===== config.mk =====
export PLATFORM = sky130hd
export DESIGN_NAME = i2c_gated_regport
export DESIGN_NICKNAME = d
export VERILOG_FILES = /design/src/rtl/i2c_gated_regport.sv
export SDC_FILE = /design/constraint.sdc
export NUM_CORES = 1
export LEC_CHECK = 0
export ABC_CLOCK_PERIOD_IN_PS = 2400
export BUFFER_PORTS_ARGS = -buffer_cell sky130_fd_sc_hd__buf_2
export CAP_MARGIN = 20
export CORE_MARGIN = 2
export CORE_UTILIZATION = 40
export CTS_CLUSTER_SIZE = 28
export DETAILED_ROUTE_END_ITERATION = 6
export PLACE_DENSITY = 0.55
export SETUP_SLACK_MARGIN = 0.4
export SLEW_MARGIN = 10
export SYNTH_ARGS = -nofsm -noshare
export SYNTH_HDL_FRONTEND = slang
export SYNTH_SLANG_ARGS = --single-unit

===== constraint.sdc =====
create_clock -name clk -period 2.4 [get_ports clk]
set_clock_uncertainty 0.2 [all_clocks]
set_input_delay 0.36 -clock clk [delete_from_list [all_inputs] [get_ports clk]]
set_output_delay 0.36 -clock clk [all_outputs]
set_load 0.005 [all_outputs]

===== src/rtl/i2c_gated_regport.sv =====
module i2c_gated_regport #(
  parameter logic [6:0] DEV_ADDR = 7'h10,
  parameter logic [6:0] UNL_ADDR = 7'h11,
  parameter logic [7:0] UNL_PTR  = 8'h81,
  parameter logic [7:0] KEY_A    = 8'hF4,
  parameter logic [7:0] KEY_B    = 8'h4F
) (
  input  logic       clk,
  input  logic       rst_n,
  input  logic       scl_i,
  input  logic       sda_i,
  output logic       sda_oe,
  output logic [6:0] reg_addr,
  output logic [7:0] reg_wdata,
  output logic       reg_we,
  input  logic [7:0] reg_rdata
);

  typedef enum logic [2:0] {S_IDLE, S_RX, S_ACK, S_TX, S_RACK} st_t;

  st_t        st;
  logic [2:0] scl_q, sda_q;
  logic [3:0] bitcnt;
  logic [2:0] byte_idx;
  logic [7:0] sh, txsh;
  logic [6:0] ptr;
  logic       blk, rw, sel_unl, key_ok, unlocked, mack;

  always_ff @(posedge clk or negedge rst_n)
    if (!rst_n) begin
      scl_q <= 3'b111;
      sda_q <= 3'b111;
    end else begin
      scl_q <= {scl_q[1:0], scl_i};
      sda_q <= {sda_q[1:0], sda_i};
    end

  wire scl     = scl_q[1];
  wire scl_d   = scl_q[2];
  wire sda     = sda_q[1];
  wire sda_d   = sda_q[2];
  wire start_c = scl & scl_d & sda_d & ~sda;
  wire stop_c  = scl & scl_d & ~sda_d & sda;
  wire rise    = scl & ~scl_d;
  wire fall    = ~scl & scl_d;

  wire byte_done = (st == S_RX) && fall && (bitcnt == 4'd8);
  wire hit_main  = (sh[7:1] == DEV_ADDR) && unlocked;
  wire hit_unl   = (sh == {UNL_ADDR, 1'b0});
  wire wr_fire   = byte_done && (byte_idx >= 3'd2) && !sel_unl &&
                   (blk || byte_idx == 3'd2);

  assign reg_we    = wr_fire;
  assign reg_addr  = ptr;
  assign reg_wdata = sh;
  assign sda_oe    = (st == S_ACK) || ((st == S_TX) && !txsh[7]);

  always_ff @(posedge clk or negedge rst_n)
    if (!rst_n) begin
      st       <= S_IDLE;
      bitcnt   <= '0;
      byte_idx <= '0;
      sh       <= '0;
      txsh     <= '0;
      ptr      <= '0;
      blk      <= 1'b0;
      rw       <= 1'b0;
      sel_unl  <= 1'b0;
      key_ok   <= 1'b0;
      unlocked <= 1'b0;
      mack     <= 1'b0;
    end else if (start_c) begin
      st       <= S_RX;
      bitcnt   <= '0;
      byte_idx <= '0;
      sel_unl  <= 1'b0;
      key_ok   <= 1'b0;
    end else if (stop_c) begin
      st <= S_IDLE;
      if (sel_unl && key_ok && byte_idx == 3'd4) unlocked <= 1'b1;
      sel_unl <= 1'b0;
      key_ok  <= 1'b0;
    end else begin
      case (st)
        S_RX: begin
          if (rise && bitcnt < 4'd8) begin
            sh     <= {sh[6:0], sda};
            bitcnt <= bitcnt + 4'd1;
          end
          if (byte_done) begin
            bitcnt <= '0;
            if (byte_idx != 3'd7) byte_idx <= byte_idx + 3'd1;
            if (byte_idx == 3'd0) begin
              if (hit_main) begin
                st      <= S_ACK;
                rw      <= sh[0];
                sel_unl <= 1'b0;
              end else if (hit_unl) begin
                st      <= S_ACK;
                rw      <= 1'b0;
                sel_unl <= 1'b1;
                key_ok  <= 1'b1;
              end else begin
                st <= S_IDLE;
              end
            end else begin
              st <= S_ACK;
              if (sel_unl) begin
                case (byte_idx)
                  3'd1:    if (sh != UNL_PTR) key_ok <= 1'b0;
                  3'd2:    if (sh != KEY_A)   key_ok <= 1'b0;
                  3'd3:    if (sh != KEY_B)   key_ok <= 1'b0;
                  default: key_ok <= 1'b0;
                endcase
              end else if (byte_idx == 3'd1) begin
                blk <= sh[7];
                ptr <= sh[6:0];
              end else if (wr_fire && blk) begin
                ptr <= ptr + 7'd1;
              end
            end
          end
        end
        S_ACK:
          if (fall) begin
            bitcnt <= '0;
            if (rw) begin
              st   <= S_TX;
              txsh <= reg_rdata;
            end else begin
              st <= S_RX;
            end
          end
        S_TX:
          if (fall) begin
            if (bitcnt == 4'd7) begin
              st <= S_RACK;
              if (blk) ptr <= ptr + 7'd1;
            end else begin
              txsh   <= {txsh[6:0], 1'b0};
              bitcnt <= bitcnt + 4'd1;
            end
          end
        S_RACK: begin
          if (rise) mack <= ~sda;
          if (fall) begin
            bitcnt <= '0;
            if (mack) begin
              st   <= S_TX;
              txsh <= reg_rdata;
            end else begin
              st <= S_IDLE;
            end
          end
        end
        default: st <= S_IDLE;
      endcase
    end


  oe_scl_low_chk: assert property (@(posedge clk) disable iff (!rst_n)
    (sda_oe != $past(sda_oe)) |-> !$past(scl_q[1]));


  no_we_locked_chk: assert property (@(posedge clk) disable iff (!rst_n)
    reg_we |-> unlocked);


  lock_sticky_chk: assert property (@(posedge clk) disable iff (!rst_n)
    unlocked |=> unlocked);


  blk_inc_chk: assert property (@(posedge clk) disable iff (!rst_n)
    (reg_we && blk) |=> (reg_addr == $past(reg_addr) + 7'd1));


  sgl_hold_chk: assert property (@(posedge clk) disable iff (!rst_n)
    (reg_we && !blk) |=> (reg_addr == $past(reg_addr)));


  nack_quiet_chk: assert property (@(posedge clk) disable iff (!rst_n)
    ((st == S_RACK) && fall && !mack && !start_c && !stop_c) |=> !sda_oe);

endmodule


==> results_dict.tcl <==
set metrics [dict create \
    die_height_um 84.9 \
    grt_first_pass_wirelength_um 10700 \
    core_mm2 0.00635 \
    drv_cap 0 \
    instances_no_fill 417 \
    viasPerCell 5.61 \
    cts.path.max_buffers 2 \
    max_slew.worst_pin.slew_ns 0.543 \
    syn_to_final_growth_pct 33.7 \
    synth_xor_area_share_pct 1.00 \
    gp_congestion 0.810 \
    vias 2340 \
    start_util_pct 41.2 \
    cts-buffers-inserted 5 \
    synth_top_flop_cell "dfrtp_1" \
    yosys.cell_count.top_type "dfrtp_1" \
    final_area_mm2 0.00350 \
    synth_commonest_cells "dfrtp_1 (39), nand2_1 (30), nor2_1 (22)" \
    cp.arrival_ns 2.25 \
    seq_area_mm2 0.00114 \
    wl_per_cell_um 15.9 \
    synth.cell_area_mm2 0.00262 \
    cts_max_level 2 \
    ys_seq_area_share_pct 43.3 \
    remaining_drc_errors 0 \
    die_w_um 84.9 \
    ys_ff_latch 45 \
    drtIter0Drc 142 \
    antennaDiodeCount 0 \
    p_leak_uw 0.00157 \
    synth_enable_flop_cells 0 \
    ios 29 \
    worst-setup-path-type "flop to flop" \
    peakVddDrop_mv 0.564 \
    num_rows 29 \
    hp-class "input port to flop" \
    critPathMaxStageDelay_ns 0.60 \
    cts_root_buf "clkbuf_8" \
    max_freq_mhz 456 \
    dpl_cell_area_mm2 0.00291 \
    hold_slack_ns 0.0888 \
    ys_types 58 \
    fin_setup_tns_ns 0 \
    crit_path_end_kind "flop" \
    required_ns 2.46 \
    syn_nets 295 \
    power_uw 3630 \
    busiest_layer "met2" \
    clkTransAtPathRegs_ns 0.10 \
    drt_wl_total_um 6630 \
    synth_top_family_by_area "simple AND/OR/NAND/NOR gates" \
    antenna_left 0 \
    dr.pass1.iters 4 \
    cts_sinks 45 \
    crit_buf_inv 1 \
    synth.top_cell.area_share_pct 37.3 \
    worst-path-max-fanout 4 \
    finalCriticalPeriod_ns 2.19 \
    use_met3_pct 3.40 \
    post-route-period-util_pct 91.4 \
    gr-usage-met1_pct 25.5 \
    multi_input_area_mm2 0.00161 \
    max-slew-margin-rel_pct 63.8 \
    clock_latency_ns 0.32 \
    cp_cell_sequence "and4bb_2, buf_4, nand2_2, o21a_2, or4_4, nand3_1" \
    synth_area_leaders "dfrtp_1 (37%), dfstp_2 (6.0%), ha_1 (4.3%)" \
    yosys.area_share.simple_pct 22.2 \
    rsz0062_at_grt "yes" \
    synthMuxAreaShare_pct 6.45 \
    fin_nets 360 \
    slowest_stage "dfstp_2" \
    async_reset_ff_share_pct 100 \
    postSynthCellCount 274 \
    drive_gt1_share_pct 40.0 \
    yosys.area_share.adder_pct 4.30 \
    finalHoldViolCount 0 \
    drv_slew 0 \
    grt_pass1_vias 2170 \
    io_buffers 28 \
    status "finished, final reports clean" \
    dp.cells 378 \
    synth-compound-area-share_pct 18.7 \
    critPathTopFamily "simple AND/OR/NAND/NOR gates" \
    start_kind "flop" \
    fill_cells 552 \
    grt_max_degree 25 \
    synth.largest_area_cell "dfrtp_1" \
    power_density_mw_per_mm2 1040 \
    grt-ovfl-total 0 \
    gr-usage-met2_pct 29.3 \
    dieArea_mm2 0.00721 \
    grt_usage_pct 18.4 \
    post-dp-hpwl_um 4390 \
    setup_viol 0 \
    synth.avg_cell_area_um2 9.56 \
    antenna_found_initial 0 \
    ys_warn_count 0 \
    tritoncts "done" \
]
## area by class of cell
| type | count | share of cell area, % |
|---|---|---|
| multi-input combinational | 207 | 46.1 |
| sequential | 45 | 32.5 |
| timing repair buffer | 69 | 14.2 |
| tap | 77 | 2.75 |
| clock buffer | 5 | 1.97 |
| clock inverter | 3 | 1.36 |
| inverter | 11 | 1.18 |
## worst min-delay path, delay by kind of cell
family	cells	cell delay [ns]
buffers and inverters	1	0.09
AOI/OAI and AO/OA	1	0.07
and+or+nand+nor	1	0.04
## path summary, 6_finish.rpt
kind,startpoint,end,slack (ns),cells past startpoint
max,scl_q[2]$_DFF_PN1_,reg_addr[0]$_DFFE_PN0P_,0.21,6
min,reg_rdata[0],txsh[0]$_DFFE_PN0P_,0.09,3
max reg2reg,scl_q[2]$_DFF_PN1_,reg_addr[0]$_DFFE_PN0P_,0.21,6
min reg2reg,sda_q[0]$_DFF_PN1_,sda_q[1]$_DFF_PN1_,0.16,0
max in group asynchronous,rst_n,sda_q[2]$_DFF_PN1_,1.04,3
min in group asynchronous,rst_n,reg_addr[4]$_DFFE_PN0P_,0.35,2
## routing by layer
layer  part of all wire, %  vias to the layer above
li1                      -                     1131
met1                    48                     1164
met2                    48                       38
met3                   3.0                        7
met4                   1.2                        0
met5                     0                        -
## sequential cells by signal, indices dropped and copies added (netlist names)
name,flops
bitcnt,4
blk,1
byte_idx,3
key_ok,1
mack,1
reg_addr,7
reg_wdata,8
rw,1
scl_q,3
sda_q,3
sel_unl,1
st,3
txsh,8
unlocked,1
## kinds of logic after synthesis
family          after synthesis
buf+inv                      22
xor+xnor                      3
compound gates               72
mux                          16
simple gates                107
fa+ha+maj                     9
flops                        45
## stage by stage
| stage | worst slack [ns] | utilization [%] |
|---|---|---|
| floorplan | 0.347 | - |
| global placement | 0.145 | 45.8 |
| global route | 0.133 | 55.1 |
| detailed placement | 0.127 | 45.8 |
| finish | 0.207 | 55.1 |
| CTS | 0.185 | 52.2 |
## cell usage in the layout (no fill, tap or decap), types with 3 or more instances in the layout
cell type,synthesis,final
o21ai_0,21,20
buf_2,3,28
a21oi_1,14,10
dfrtp_2,0,3
clkbuf_8,0,5
a21oi_2,0,4
nor3_4,0,3
nor3_1,7,4
dfstp_2,6,6
nor2b_2,0,3
mux2_2,7,7
nand3b_1,5,5
nor2_1,22,20
mux2i_1,9,9
buf_4,1,32
nand4_1,6,6
a211oi_1,5,4
a2bb2oi_2,0,3
inv_1,11,9
nand2b_1,4,3
nand3_1,9,7
nand2_1,30,28
a31oi_1,7,7
dlygate4sd3_1,0,3
dfrtp_1,39,36
buf_6,2,4
ha_1,9,5
## power by group
group | total [µW] | internal [µW] | leakage (µW) | switching [µW]
clock network | 617 | 318 | 0.0000591 | 299
registers | 1250 | 981 | 0.000570 | 273
logic | 1760 | 859 | 0.000943 | 902
## timing repair
item                                   4_1_cts  5_1_grt
endpoints found under the hold margin       21        0
setup endpoints to repair                   33       36
setup buffers                               18       10
pin swaps                                   10       10
gates resized for setup                     33       22
hold buffers                                 3        0
No activity file was read; power rests on OpenSTA's default activity.
